==> src/rtl/frog_rules_pkg.sv <==
package frog_rules_pkg;

    typedef enum logic [2:0] {
        ST_GRASS = 3'd0,
        ST_ROAD  = 3'd1,
        ST_RIVER = 3'd2,
        ST_DEAD  = 3'd3,
        ST_WIN   = 3'd4
    } rule_state_e;

    typedef struct packed {
        logic bg_any_black;
        logic bg_all_black;
        logic bg_all_green;
        logic bg_all_blue;
        logic obj_any_nonblack;
        logic obj_any_brown;
        logic obj_any_green;
    } colour_sample_t;

    function automatic logic is_alive(rule_state_e st);
        return (st == ST_GRASS) || (st == ST_ROAD) || (st == ST_RIVER);
    endfunction

    function automatic logic is_outcome(rule_state_e st);
        return (st == ST_DEAD) || (st == ST_WIN);
    endfunction

    // Terrain priority: grass, river, road, partial road, otherwise keep.
    function automatic rule_state_e pick_terrain(colour_sample_t s, rule_state_e cur);
        rule_state_e t;
        if (s.bg_all_green)      t = ST_GRASS;
        else if (s.bg_all_blue)  t = ST_RIVER;
        else if (s.bg_all_black) t = ST_ROAD;
        else if (s.bg_any_black) t = ST_ROAD;
        else                     t = cur;
        return t;
    endfunction

endpackage

==> src/rtl/sample_judge.sv <==
module sample_judge
    import frog_rules_pkg::*;
#(
    parameter int ROW_W = 4
) (
    input  colour_sample_t      sample,
    input  rule_state_e         cur_state,
    input  logic [ROW_W-1:0]    row,
    output rule_state_e         terrain,
    output logic                hit_death,
    output logic                hit_win
);
    localparam logic [ROW_W-1:0] GOAL_ROW = '0;

    logic road_hazard;
    logic water_hazard;

    always_comb begin
        terrain      = pick_terrain(sample, cur_state);
        road_hazard  = (terrain == ST_ROAD)  && sample.obj_any_nonblack;
        water_hazard = (terrain == ST_RIVER) && !sample.obj_any_brown;
        hit_death    = road_hazard || water_hazard;
        // death wins over goal
        hit_win      = sample.obj_any_green && (row == GOAL_ROW) && !hit_death;
    end

    always_comb begin
        assert_judge_excl_R8: assert (!(hit_death && hit_win));
    end

endmodule

==> src/rtl/outcome_timer.sv <==
module outcome_timer #(
    parameter int HOLD_CYCLES = 75_000_000
) (
    input  logic clk,
    input  logic rst,
    input  logic run,
    output logic expired
);
    localparam int CNT_W = $clog2(HOLD_CYCLES + 1);
    localparam logic [CNT_W-1:0] LIMIT = CNT_W'(HOLD_CYCLES);

    logic [CNT_W-1:0] cnt;

    always_ff @(posedge clk) begin
        if (rst || !run) begin
            cnt <= '0;
        end else if (cnt != LIMIT) begin
            cnt <= cnt + 1'b1;
        end
    end

    assign expired = run && (cnt == LIMIT);

    assert_cnt_bound_R9: assert property (@(posedge clk) disable iff (rst)
        cnt <= LIMIT);

    assert_cnt_restart_R9: assert property (@(posedge clk) disable iff (rst)
        !run |=> (cnt == '0));

endmodule

==> src/rtl/frog_rule_fsm.sv <==
module frog_rule_fsm
    import frog_rules_pkg::*;
#(
    parameter int ROW_W       = 4,
    parameter int HOLD_CYCLES = 75_000_000
) (
    input  logic             clk,
    input  logic             rst,
    input  logic             frame_end,
    input  logic             bg_any_black,
    input  logic             bg_all_black,
    input  logic             bg_all_green,
    input  logic             bg_all_blue,
    input  logic             obj_any_nonblack,
    input  logic             obj_any_brown,
    input  logic             obj_any_green,
    input  logic [ROW_W-1:0] row,
    output logic             dead,
    output logic             win,
    output logic             on_log,
    output logic             frog_reset
);
    colour_sample_t sample;
    rule_state_e    state, state_nx, terrain;
    logic           hit_death, hit_win;
    logic           hold_run, hold_done;

    assign sample = '{bg_any_black:     bg_any_black,
                      bg_all_black:     bg_all_black,
                      bg_all_green:     bg_all_green,
                      bg_all_blue:      bg_all_blue,
                      obj_any_nonblack: obj_any_nonblack,
                      obj_any_brown:    obj_any_brown,
                      obj_any_green:    obj_any_green};

    sample_judge #(.ROW_W(ROW_W)) u_judge (
        .sample    (sample),
        .cur_state (state),
        .row       (row),
        .terrain   (terrain),
        .hit_death (hit_death),
        .hit_win   (hit_win)
    );

    assign hold_run = is_outcome(state);

    outcome_timer #(.HOLD_CYCLES(HOLD_CYCLES)) u_timer (
        .clk     (clk),
        .rst     (rst),
        .run     (hold_run),
        .expired (hold_done)
    );

    always_comb begin
        state_nx = state;
        if (is_alive(state)) begin
            if (frame_end) begin
                if (hit_death)    state_nx = ST_DEAD;
                else if (hit_win) state_nx = ST_WIN;
                else              state_nx = terrain;
            end
        end else if (hold_done) begin
            state_nx = ST_GRASS;
        end
    end

    always_ff @(posedge clk) begin
        if (rst) state <= ST_GRASS;
        else     state <= state_nx;
    end

    // Mealy outputs
    assign dead       = (state == ST_DEAD) && !hold_done;
    assign win        = (state == ST_WIN)  && !hold_done;
    assign frog_reset = hold_run && hold_done;
    assign on_log     = (state == ST_RIVER) && obj_any_brown;

    assert_outputs_excl_R8: assert property (@(posedge clk) disable iff (rst)
        $onehot0({dead, win, frog_reset}));

    assert_reset_clears_R1: assert property (@(posedge clk)
        rst |=> (!dead && !win && !frog_reset && state == ST_GRASS));

    assert_needs_strobe_R2: assert property (@(posedge clk) disable iff (rst)
        (is_alive(state) && !frame_end) |=> $stable(state));

    assert_death_taken_R4: assert property (@(posedge clk) disable iff (rst)
        (is_alive(state) && frame_end && hit_death) |=> dead);

    assert_log_only_river_R6: assert property (@(posedge clk) disable iff (rst)
        on_log |-> (state == ST_RIVER));

    assert_reset_pulse_R9: assert property (@(posedge clk) disable iff (rst)
        frog_reset |=> (!frog_reset && !dead && !win && state == ST_GRASS));

    assert_hold_frozen_R10: assert property (@(posedge clk) disable iff (rst)
        (is_outcome(state) && !hold_done) |=> $stable(state));

endmodule

==> config.mk <==
export PLATFORM = sky130hd
export DESIGN_NAME = frog_rule_fsm
export DESIGN_NICKNAME = d
export VERILOG_FILES = /design/src/rtl/frog_rules_pkg.sv /design/src/rtl/sample_judge.sv /design/src/rtl/outcome_timer.sv /design/src/rtl/frog_rule_fsm.sv
export SDC_FILE = /design/constraint.sdc
export NUM_CORES = 1
export LEC_CHECK = 0
export BUFFER_PORTS_ARGS = -buffer_cell sky130_fd_sc_hd__clkbuf_2
export CORE_ASPECT_RATIO = 0.75
export CORE_MARGIN = 2
export CORE_UTILIZATION = 50
export CTS_CLUSTER_SIZE = 8
export DETAILED_ROUTE_END_ITERATION = 12
export PLACE_DENSITY = 0.72
export SYNTH_ARGS = -nofsm -noshare
export SYNTH_HDL_FRONTEND = slang
export SYNTH_SLANG_ARGS = --single-unit
export TNS_END_PERCENT = 5
==> constraint.sdc <==
create_clock -name clk -period 1.69 [get_ports clk]
set_input_delay 0.2535 -clock clk [delete_from_list [all_inputs] [get_ports clk]]
set_output_delay 0.2535 -clock clk [all_outputs]
set_load 0.01 [all_outputs]
==> results of run 1 <==
==> what timing repair did <==
item	in CTS	in global routing
hold buffers	0	0
pin swaps	4	3
gates resized for setup	13	11
setup buffers	5	4
gates cloned	0	0
endpoints found under the hold margin	0	0
endpoints found under the setup margin	7	13
==> tightest hold or removal path: cells and delay by family <==
kind,cells,cell delay (ns)
buf+inv,1,0.09
simple gates,1,0.05
compound gates,1,0.08
==> layer usage <==
layer  global-route usage (%)  share of wire, %  vias to the layer above
met3                     6.74               5.4                       12
met1                     27.5                41                      833
li1                         -                 -                      832
met5                        0                 0                        -
met2                     43.6                51                       66
met4                     10.3               2.0                        0
==> power groups by stage <==
| stage | clock network (mW) | logic (mW) | registers, mW |
|---|---|---|---|
| finish | 0.535 | 0.0596 | 0.719 |
| CTS | 0.544 | 0.0584 | 0.718 |
| floorplan | 0 | 0.0323 | 0.730 |
| detailed placement | 0 | 0.0580 | 0.735 |
| global placement | 0 | 0.0534 | 0.734 |
| global route | 0.573 | 0.0650 | 0.719 |
==> cell families after synthesis <==
kind of cell	after synthesis
adders and majority gates	2
xor gates and xnor gates	8
buffers and inverters	10
DFF	30
AOI/OAI and AO/OA	54
and+or+nand+nor	89
==> state kept, by name (all words and copies together), names as in the netlist <==
signal / cells
u_timer.cnt: 27
state: 3
==> per-stage QoR <==
| step | cell area (um^2) | TNS (ns) |
|---|---|---|
| 2_1_floorplan | 1660 | 0 |
| 5_1_grt | 2100 | -1.44 |
| 3_5_place_dp | 1880 | -0.0132 |
| 4_1_cts | 2040 | -0.152 |
| 3_3_place_gp | 1880 | 0 |
| 6_report | 2100 | -0.482 |
==> layout make-up <==
class | count | area share [%]
clock buffers | 7 | 3.63
repair buffers | 43 | 13.3
multi-input cells | 153 | 50.8
flip-flops and latches | 30 | 29.1
well taps | 40 | 2.38
inverters | 4 | 0.713
==> cell usage after synthesis, drive strengths merged, types with 4 or more instances <==
cell type and n:
a21oi 19, and4 5, dfxtp 30, inv 4, nand2 10, nand3 9, nand4 10, nor2 16
nor2b 4, nor4 4, o21ai 11, o31ai 10, or3 7, or4 9, xor2 8
==> worst min-delay path by stage <==
stage,endpoint,slack (ns)
after global routing,state[2],0.25
after detailed placement,u_timer.cnt[22],0.48
final,state[2],0.23
after CTS,state[2],0.23
after floorplan,state[2],0.42
after global placement,u_timer.cnt[22],0.46
==> impl_metrics.py, run 1 <==
metrics = {
    "placed_design": {
        "dp.cells": 261,
        "dp_hpwl_mm": 3.09,
        "port_buffers": 17,
        "pre_cts_ws_ns": -0.0132,
        "gp_congestion": 0.833,
    },
    "detailed_routing": {
        "first_pass_iters": 4,
        "dr_total_vias": 1743,
        "first_iter_violations": 111,
        "detail_route.wl_per_cell_um": 16.4,
        "routed_wl_mm": 4.55,
        "drt.antenna.violating_nets": 0,
        "drc": 0,
        "viasPerCell": 6.29,
    },
    "yosys": {
        "synth-compound-area-share_pct": 20.8,
        "yosysSeqAreaShare_pct": 36.3,
        "synthFlopType": "dfxtp_1",
        "ys_warn_count": 0,
        "avgSynthCellArea_um2": 8.58,
        "yosysTopAreaCell": "dfxtp_1",
        "yosys.area_share.simple_pct": 34.2,
        "ys_async_sr_fraction_pct": 0,
        "synth_adder_area_share_pct": 1.51,
        "synth_top_area_share_pct": 36.3,
        "synth_edf_count": 0,
        "ys_ff_latch": 30,
        "netlist_area_um2": 1660,
        "yosys.cell_types.count": 45,
        "muxShareOfSynthArea_pct": 0,
        "synth_nets": 209,
        "synthTopCellsByArea": "dfxtp_1 (36%), a21oi_1 (5.7%), o31ai_1 (4.5%)",
        "syn_inst": 193,
        "synth-xor-area-share_pct": 4.23,
        "synth_top_family_by_area": "simple AND/OR/NAND/NOR gates",
    },
    "power": {
        "clockPowerShare_pct": 40.7,
        "p_leak_nw": 0.750,
        "intPower_mw": 1.02,
        "p_per_area_nw_per_um2": 624,
        "total_power_mw": 1.31,
        "pwr-share-comb_pct": 4.5,
        "power_frac_seq_pct": 54.7,
        "power_switching_mw": 0.291,
        "switching_share_pct": 22.2,
        "peakVddDrop_uv": 543,
    },
    "layout": {
        "layout_common_cells": "buf_4 (26), dfxtp_1 (22), a21oi_1 (19)",
        "final_nets": 253,
        "drive_above_1_share_pct": 30.8,
        "fillerInstances": 271,
        "multi_input_area_um2": 1070,
        "antenna_cells": 0,
        "final_common_cell": "buf_4",
        "syn_to_final_growth_pct": 27.0,
        "regArea_um2": 613,
        "postLayoutCoreUtil_pct": 65.3,
        "fin_cells": 277,
    },
    "worst_setup_path": {
        "critical_path_cell_count": 6,
        "arrival_ns": 1.53,
        "reg2reg_to": "u_timer.cnt[23]",
        "startpoint": "u_timer.cnt[0]",
        "critical_path_required_ns": 1.44,
        "cp_cell_sequence": "inv_2 -> ha_1 -> and4bb_1 -> nand3_2 -> a211oi_2 -> buf_2",
        "start_kind": "flip-flop",
        "reg2reg_depth": 4,
        "cp-endpoint": "frog_reset",
        "crit_path_max_fanout": 2,
        "r2r_slack_ns": -0.06,
        "slowest_stage": "dfxtp_2",
        "crit_buf_inv": 2,
        "crit_type": "reg2out",
        "path_delay_family": "flip-flops",
        "regToRegStartpoint": "u_timer.cnt[9]",
        "cp-end-kind": "output pin",
        "slowest_delay_ns": 0.32,
    },
    "clocking": {
        "numCtsBuffers": 5,
        "tritoncts": "yes",
        "clk_latency_ns": 0.28,
        "cts_root_buf": "clkbuf_8",
        "ctsHtreeMaxLevel": 2,
        "clockBufferDepth": 2,
        "clk_pin_slew_ns": 0.06,
        "cts.sink_count": 30,
    },
    "floorplanning": {
        "rows": 18,
        "core_region_area_um2": 3220,
        "fp.dieH_um": 53.9,
        "die_x_um": 70.5,
        "pin_count": 18,
        "start_util_pct": 51.4,
        "design.die.area_um2": 3790,
    },
    "global_routing": {
        "grt_overflow_total": 0,
        "grt_pass1_vias": 1589,
        "grt_pass1_wl_mm": 6.97,
        "grt_max_degree": 17,
        "antenna_found_initial": 0,
        "grtUsageTotal_pct": 24.1,
    },
    "timing": {
        "fin_crit_ns": 1.78,
        "setup_viol": 11,
        "timing.hold.ws_ns": 0.233,
        "clock.fmax_ghz": 0.562,
        "tightest_slew_ns": 0.450,
        "report.final.slew_viol_count": 0,
        "grt_setup_unrepaired": "yes",
        "fin_skew_ns": 0.00204,
        "hold_viol_final": 0,
        "slew_headroom_pct": 69.5,
        "finalCritPeriodShare_pct": 105,
        "worst_slack_ns": -0.0908,
    },
    "min_path": {
        "hold_depth": 3,
        "hp-start": "obj_any_green",
        "min_path_type": "in2reg",
    },
    "flow_run": {
        "cap_violations": 0,
    },
    "run_status": {
        "status": "complete, but fails checks",
        "violations": "negative setup slack",
    },
}
Note: power is estimated with default switching activity, not from simulation.
==> inputs of run 2 (changes only) <==
- CORE_UTILIZATION: 50 -> 44
- PLACE_DENSITY: 0.72 -> 0.65
==> run 2 against run 1 <==
Against the previous run:
- the run still ends with negative setup slack left
- die area up 13%
- clock power rose by 12%
- via count down 3.0%
- first-iteration DRC count decreased by 17%
- sequential power is essentially flat
- largest cell class unchanged
- largest power group unchanged
==> impl_metrics.py, run 2 (same netlist as run 1, synthesis figures left out) <==
metrics = {
    "run_status": {
        "status": "complete, but fails checks",
        "violations": "negative setup slack",
    },
    "layout": {
        "largest_reg_flops": 27,
        "antenna_cells": 0,
        "layout_common_cells": "dfxtp_1 (23), buf_4 (22), a21oi_1 (19)",
        "postLayoutCoreUtil_pct": 57.6,
        "fillerInstances": 324,
        "multi_input_area_um2": 1050,
        "final_common_cell": "dfxtp_1",
        "top_register": "u_timer.cnt",
        "drive_above_1_share_pct": 29.4,
        "reg_top3": "u_timer.cnt x27, state x3",
        "final_nets": 250,
        "fin_cells": 287,
        "syn_to_final_growth_pct": 26.5,
        "regArea_um2": 609,
    },
    "floorplanning": {
        "design.die.area_um2": 4280,
        "pin_count": 18,
        "core_region_area_um2": 3640,
        "die_x_um": 74.9,
        "fp.dieH_um": 57.1,
        "rows": 19,
        "start_util_pct": 45.5,
    },
    "clocking": {
        "ctsHoldBuffers": 0,
        "numCtsBuffers": 5,
        "cts.sink_count": 30,
        "clk_pin_slew_ns": 0.07,
        "cts_root_buf": "clkbuf_8",
        "ctsHtreeMaxLevel": 2,
        "clockBufferDepth": 2,
        "clk_latency_ns": 0.28,
        "tritoncts": "yes",
    },
    "power": {
        "pwr-share-comb_pct": 4.3,
        "switching_share_pct": 22.6,
        "p_leak_nw": 0.734,
        "power_frac_seq_pct": 52.2,
        "total_power_mw": 1.38,
        "peakVddDrop_uv": 670,
        "clockPowerShare_pct": 43.5,
        "power_switching_mw": 0.311,
        "p_per_area_nw_per_um2": 658,
        "intPower_mw": 1.07,
    },
    "worst_setup_path": {
        "start_kind": "flip-flop",
        "arrival_ns": 1.53,
        "crit_path_max_fanout": 3,
        "r2r_slack_ns": -0.06,
        "crit_type": "reg2out",
        "critical_path_required_ns": 1.44,
        "cp-end-kind": "output pin",
        "reg2reg_to": "u_timer.cnt[22]",
        "startpoint": "u_timer.cnt[0]",
        "regToRegStartpoint": "u_timer.cnt[1]",
        "reg2reg_depth": 6,
        "cp-endpoint": "frog_reset",
    },
    "detailed_routing": {
        "wl_met3_um": 170,
        "first_iter_violations": 92,
        "drc": 0,
        "wirelength_met1_mm": 2.06,
        "route.met2.wl_mm": 2.06,
        "detail_route.wl_per_cell_um": 15.0,
        "first_pass_iters": 5,
        "top_layer": "met4",
        "viasPerCell": 5.89,
        "drt.antenna.violating_nets": 0,
        "routed_wl_mm": 4.32,
        "dr_total_vias": 1690,
    },
    "global_routing": {
        "grt_max_degree": 26,
        "antenna_found_initial": 0,
        "grt_overflow_total": 0,
        "grtUsageTotal_pct": 21.2,
        "grt_pass1_wl_mm": 6.99,
        "grt_pass1_vias": 1575,
    },
    "timing": {
        "clock.fmax_ghz": 0.560,
        "fin_skew_ns": 0.0139,
        "tightest_slew_ns": 0.412,
        "slew_headroom_pct": 72.1,
        "fin_crit_ns": 1.79,
        "report.final.slew_viol_count": 0,
        "finalCritPeriodShare_pct": 106,
        "tns_ns": -0.337,
        "worst_slack_ns": -0.0958,
        "hold_viol_final": 0,
        "grt_setup_unrepaired": "yes",
        "setup_viol": 8,
    },
    "placed_design": {
        "pre_cts_ws_ns": -0.00705,
        "dp.cells": 272,
        "dp_hpwl_mm": 3.10,
        "port_buffers": 17,
        "gp_congestion": 0.896,
    },
    "min_path": {
        "min_path_type": "in2reg",
    },
    "flow_run": {
        "cap_violations": 0,
    },
}
run 2: cell count changes in the layout (fill, tap and decap cells not counted), sizes merged:
cell and change:
buf -3, clkbuf -1, clkinv +1, clkinvlp +1
run 2: power groups by stage:
stage / Sequential (mW) / Combinational, mW / Clock [mW]
after floorplan: 0.730 / 0.0323 / 0
final: 0.720 / 0.0591 / 0.599
after global placement: 0.734 / 0.0536 / 0
after CTS: 0.720 / 0.0574 / 0.608
after global routing: 0.720 / 0.0653 / 0.658
after detailed placement: 0.736 / 0.0568 / 0
run 2: how the worst min path moves through the flow:
stage                     depth (start not counted)              end             from  slack [ns]
after floorplan                                   2         state[2]    obj_any_green        0.42
after global placement                            2  u_timer.cnt[22]  u_timer.cnt[22]        0.46
after detailed placement                          2  u_timer.cnt[22]  u_timer.cnt[22]        0.47
after CTS                                         3         state[2]    obj_any_green        0.24
after global routing                              3         state[2]    obj_any_green        0.27
final                                             3         state[2]    obj_any_green        0.24
run 2: cell type report:
| cell class | count | area share (%) |
|---|---|---|
| Timing Repair Buffer | 40 | 12.5 |
| Multi-Input combinational cell | 153 | 50.1 |
| Tap cell | 52 | 3.10 |
| Clock inverter | 2 | 0.597 |
| Inverter | 4 | 0.716 |
| Sequential cell | 30 | 29.1 |
| Clock buffer | 6 | 3.94 |
run 2: critical path, stage by stage (launching register included):
cell      delay, ns
dfxtp_2        0.33
inv_2          0.07
ha_4           0.14
and4bb_1       0.22
nand3_2        0.09
a211oi_2       0.23
buf_2          0.17
run 2: timing repair:
item	4_1_cts	5_1_grt
resized for setup	11	8
endpoints found under the setup margin	7	16
buffers inserted	4	3
pin swaps	4	4
run 2: stage by stage:
stage                     hold slack (ns)  instance area [um^2]
after global placement              0.462                  1890
final                               0.245                  2100
after CTS                           0.237                  2050
after floorplan                     0.418                  1660
after detailed placement            0.473                  1890
after global routing                0.275                  2100
run 2: metal layers:
layer	up-vias	track usage [%]
met1	823	29.6
met2	38	32.0
met4	0	6.89
li1	825	-
met5	-	0
met3	4	5.30
==> inputs of run 3 (changes only) <==
- RECOVER_POWER: not set -> 50
==> run 3 against run 2 <==
Against the previous run:
- the run still ends with negative setup slack left
- total power is essentially flat
- first-iteration DRC count is the same
- die area is the same
- cell count is the same
- routed wire length shrank 0.14%
- via count grew 0.41%
- count of clock-buffer cells in the layout is the same
- highest routed layer unchanged
==> impl_metrics.py, run 3 (same netlist as run 1, synthesis figures left out) <==
metrics = {
    "floorplanning": {
        "rows": 19,
        "design.die.area_um2": 4280,
        "pin_count": 18,
        "die_x_um": 74.9,
        "core_region_area_um2": 3640,
        "fp.dieH_um": 57.1,
        "start_util_pct": 45.5,
    },
    "power": {
        "peakVddDrop_uv": 670,
        "p_per_area_nw_per_um2": 659,
        "total_power_mw": 1.38,
        "p_leak_nw": 0.734,
    },
    "timing": {
        "slew_headroom_pct": 64.8,
        "setup_viol": 9,
        "worst_slack_ns": -0.0968,
        "hold_viol_final": 0,
        "fin_skew_ns": 0.0140,
        "fin_crit_ns": 1.79,
        "report.final.slew_viol_count": 0,
        "finalCritPeriodShare_pct": 106,
        "tightest_slew_ns": 0.528,
        "grt_setup_unrepaired": "yes",
        "clock.fmax_ghz": 0.560,
    },
    "layout": {
        "fin_cells": 287,
        "final_nets": 250,
        "drive_above_1_share_pct": 29.4,
        "top_register": "u_timer.cnt",
        "largest_reg_flops": 27,
        "reg_top3": "u_timer.cnt x27, state x3",
        "antenna_cells": 0,
        "syn_to_final_growth_pct": 26.4,
        "final_common_cell": "dfxtp_1",
        "layout_common_cells": "dfxtp_1 (23), buf_4 (21), a21oi_1 (19)",
        "fillerInstances": 325,
    },
    "clocking": {
        "cts_root_buf": "clkbuf_8",
        "ctsHoldBuffers": 0,
        "clk_latency_ns": 0.28,
        "cts.sink_count": 30,
        "ctsHtreeMaxLevel": 2,
        "clockBufferDepth": 2,
        "tritoncts": "yes",
        "clk_pin_slew_ns": 0.07,
        "numCtsBuffers": 5,
    },
    "detailed_routing": {
        "routed_wl_mm": 4.31,
        "dr_total_vias": 1697,
        "drc": 0,
        "first_pass_iters": 4,
        "first_iter_violations": 92,
        "drt.antenna.violating_nets": 0,
        "detail_route.wl_per_cell_um": 15.0,
        "viasPerCell": 5.91,
    },
    "global_routing": {
        "antenna_found_initial": 0,
        "grt_pass1_wl_mm": 6.99,
        "grt_max_degree": 26,
        "grtUsageTotal_pct": 21.2,
        "grt_pass1_vias": 1575,
        "grt_overflow_total": 0,
    },
    "placed_design": {
        "port_buffers": 17,
        "gp_congestion": 0.896,
        "dp.cells": 272,
        "dp_hpwl_mm": 3.10,
    },
    "worst_setup_path": {
        "critical_path_required_ns": 1.44,
        "cp-end-kind": "output pin",
        "crit_type": "reg2out",
        "cp_cell_sequence": "inv_2 -> ha_4 -> and4bb_1 -> nand3_2 -> a211oi_2 -> buf_2",
        "arrival_ns": 1.53,
        "crit_path_max_fanout": 3,
        "slowest_delay_ns": 0.33,
        "slowest_stage": "dfxtp_2",
        "start_kind": "flip-flop",
    },
    "run_status": {
        "status": "complete, but fails checks",
        "violations": "negative setup slack",
    },
    "flow_run": {
        "cap_violations": 0,
    },
    "min_path": {
        "min_path_type": "in2reg",
    },
}
==> run 3: cell type report <==
| type | count | area, um^2 | share of cell area [%] |
|---|---|---|---|
| Inverter | 4 | 15.0 | 0.717 |
| Multi-Input combinational cell | 153 | 1050 | 50.1 |
| Clock inverter | 2 | 12.5 | 0.598 |
| Clock buffer | 6 | 82.6 | 3.95 |
| Sequential cell | 30 | 609 | 29.1 |
| Timing Repair Buffer | 40 | 259 | 12.4 |
| Tap cell | 52 | 65.1 | 3.11 |
==> run 3: where the power goes <==
group | leakage [nW] | internal, mW | switching [mW]
Sequential | 0.245 | 0.711 | 0.00900
Combinational | 0.441 | 0.0290 | 0.0299
Clock | 0.0472 | 0.327 | 0.273
Total | 0.734 | 1.07 | 0.312
==> run 3: worst paths after layout <==
| check | cells past startpoint | startpoint | slack [ns] | to |
|---|---|---|---|---|
| worst max-delay path | 6 | u_timer.cnt[0] | -0.1 | frog_reset |
| worst min-delay path | 3 | obj_any_green | 0.24 | state[2] |
| worst max register to register | 6 | u_timer.cnt[1] | -0.06 | u_timer.cnt[22] |
| worst min register to register | 2 | u_timer.cnt[22] | 0.48 | u_timer.cnt[22] |
==> run 3: what timing repair did <==
action,4_1_cts,5_1_grt
pin swaps,4,4
resized for setup,11,8
buffers inserted,4,3
endpoints found under the setup margin,7,16
==> run 3: worst max-delay path: cells and delay by family, from the launching register on <==
kind            cells  cell delay [ns]
simple gates        2             0.31
compound gates      1             0.23
flops               1             0.33
fa+ha+maj           1             0.14
buf+inv             2             0.24
==> run 3: metal layers <==
metal	share of wire, %	wire [um]	GRT usage, %	up-vias
met5	0	0	0	-
met4	0.79	34	6.89	0
met3	5.1	220	5.30	4
met2	47	2040	32.0	46
met1	47	2020	29.6	820
li1	-	-	-	827
==> run 3: per-stage QoR <==
step	hold slack, ns	utilization (%)	cell area, um^2	TNS, ns	setup slack (ns)
2_1_floorplan	0.418	-	1660	0	0.162
3_3_place_gp	0.462	52.0	1890	0	0.0483
3_5_place_dp	0.473	52.0	1890	-0.00705	-0.00705
4_1_cts	0.237	56.3	2050	-0.282	-0.125
5_1_grt	0.275	57.6	2090	-1.84	-0.189
6_report	0.245	57.6	2090	-0.339	-0.0968
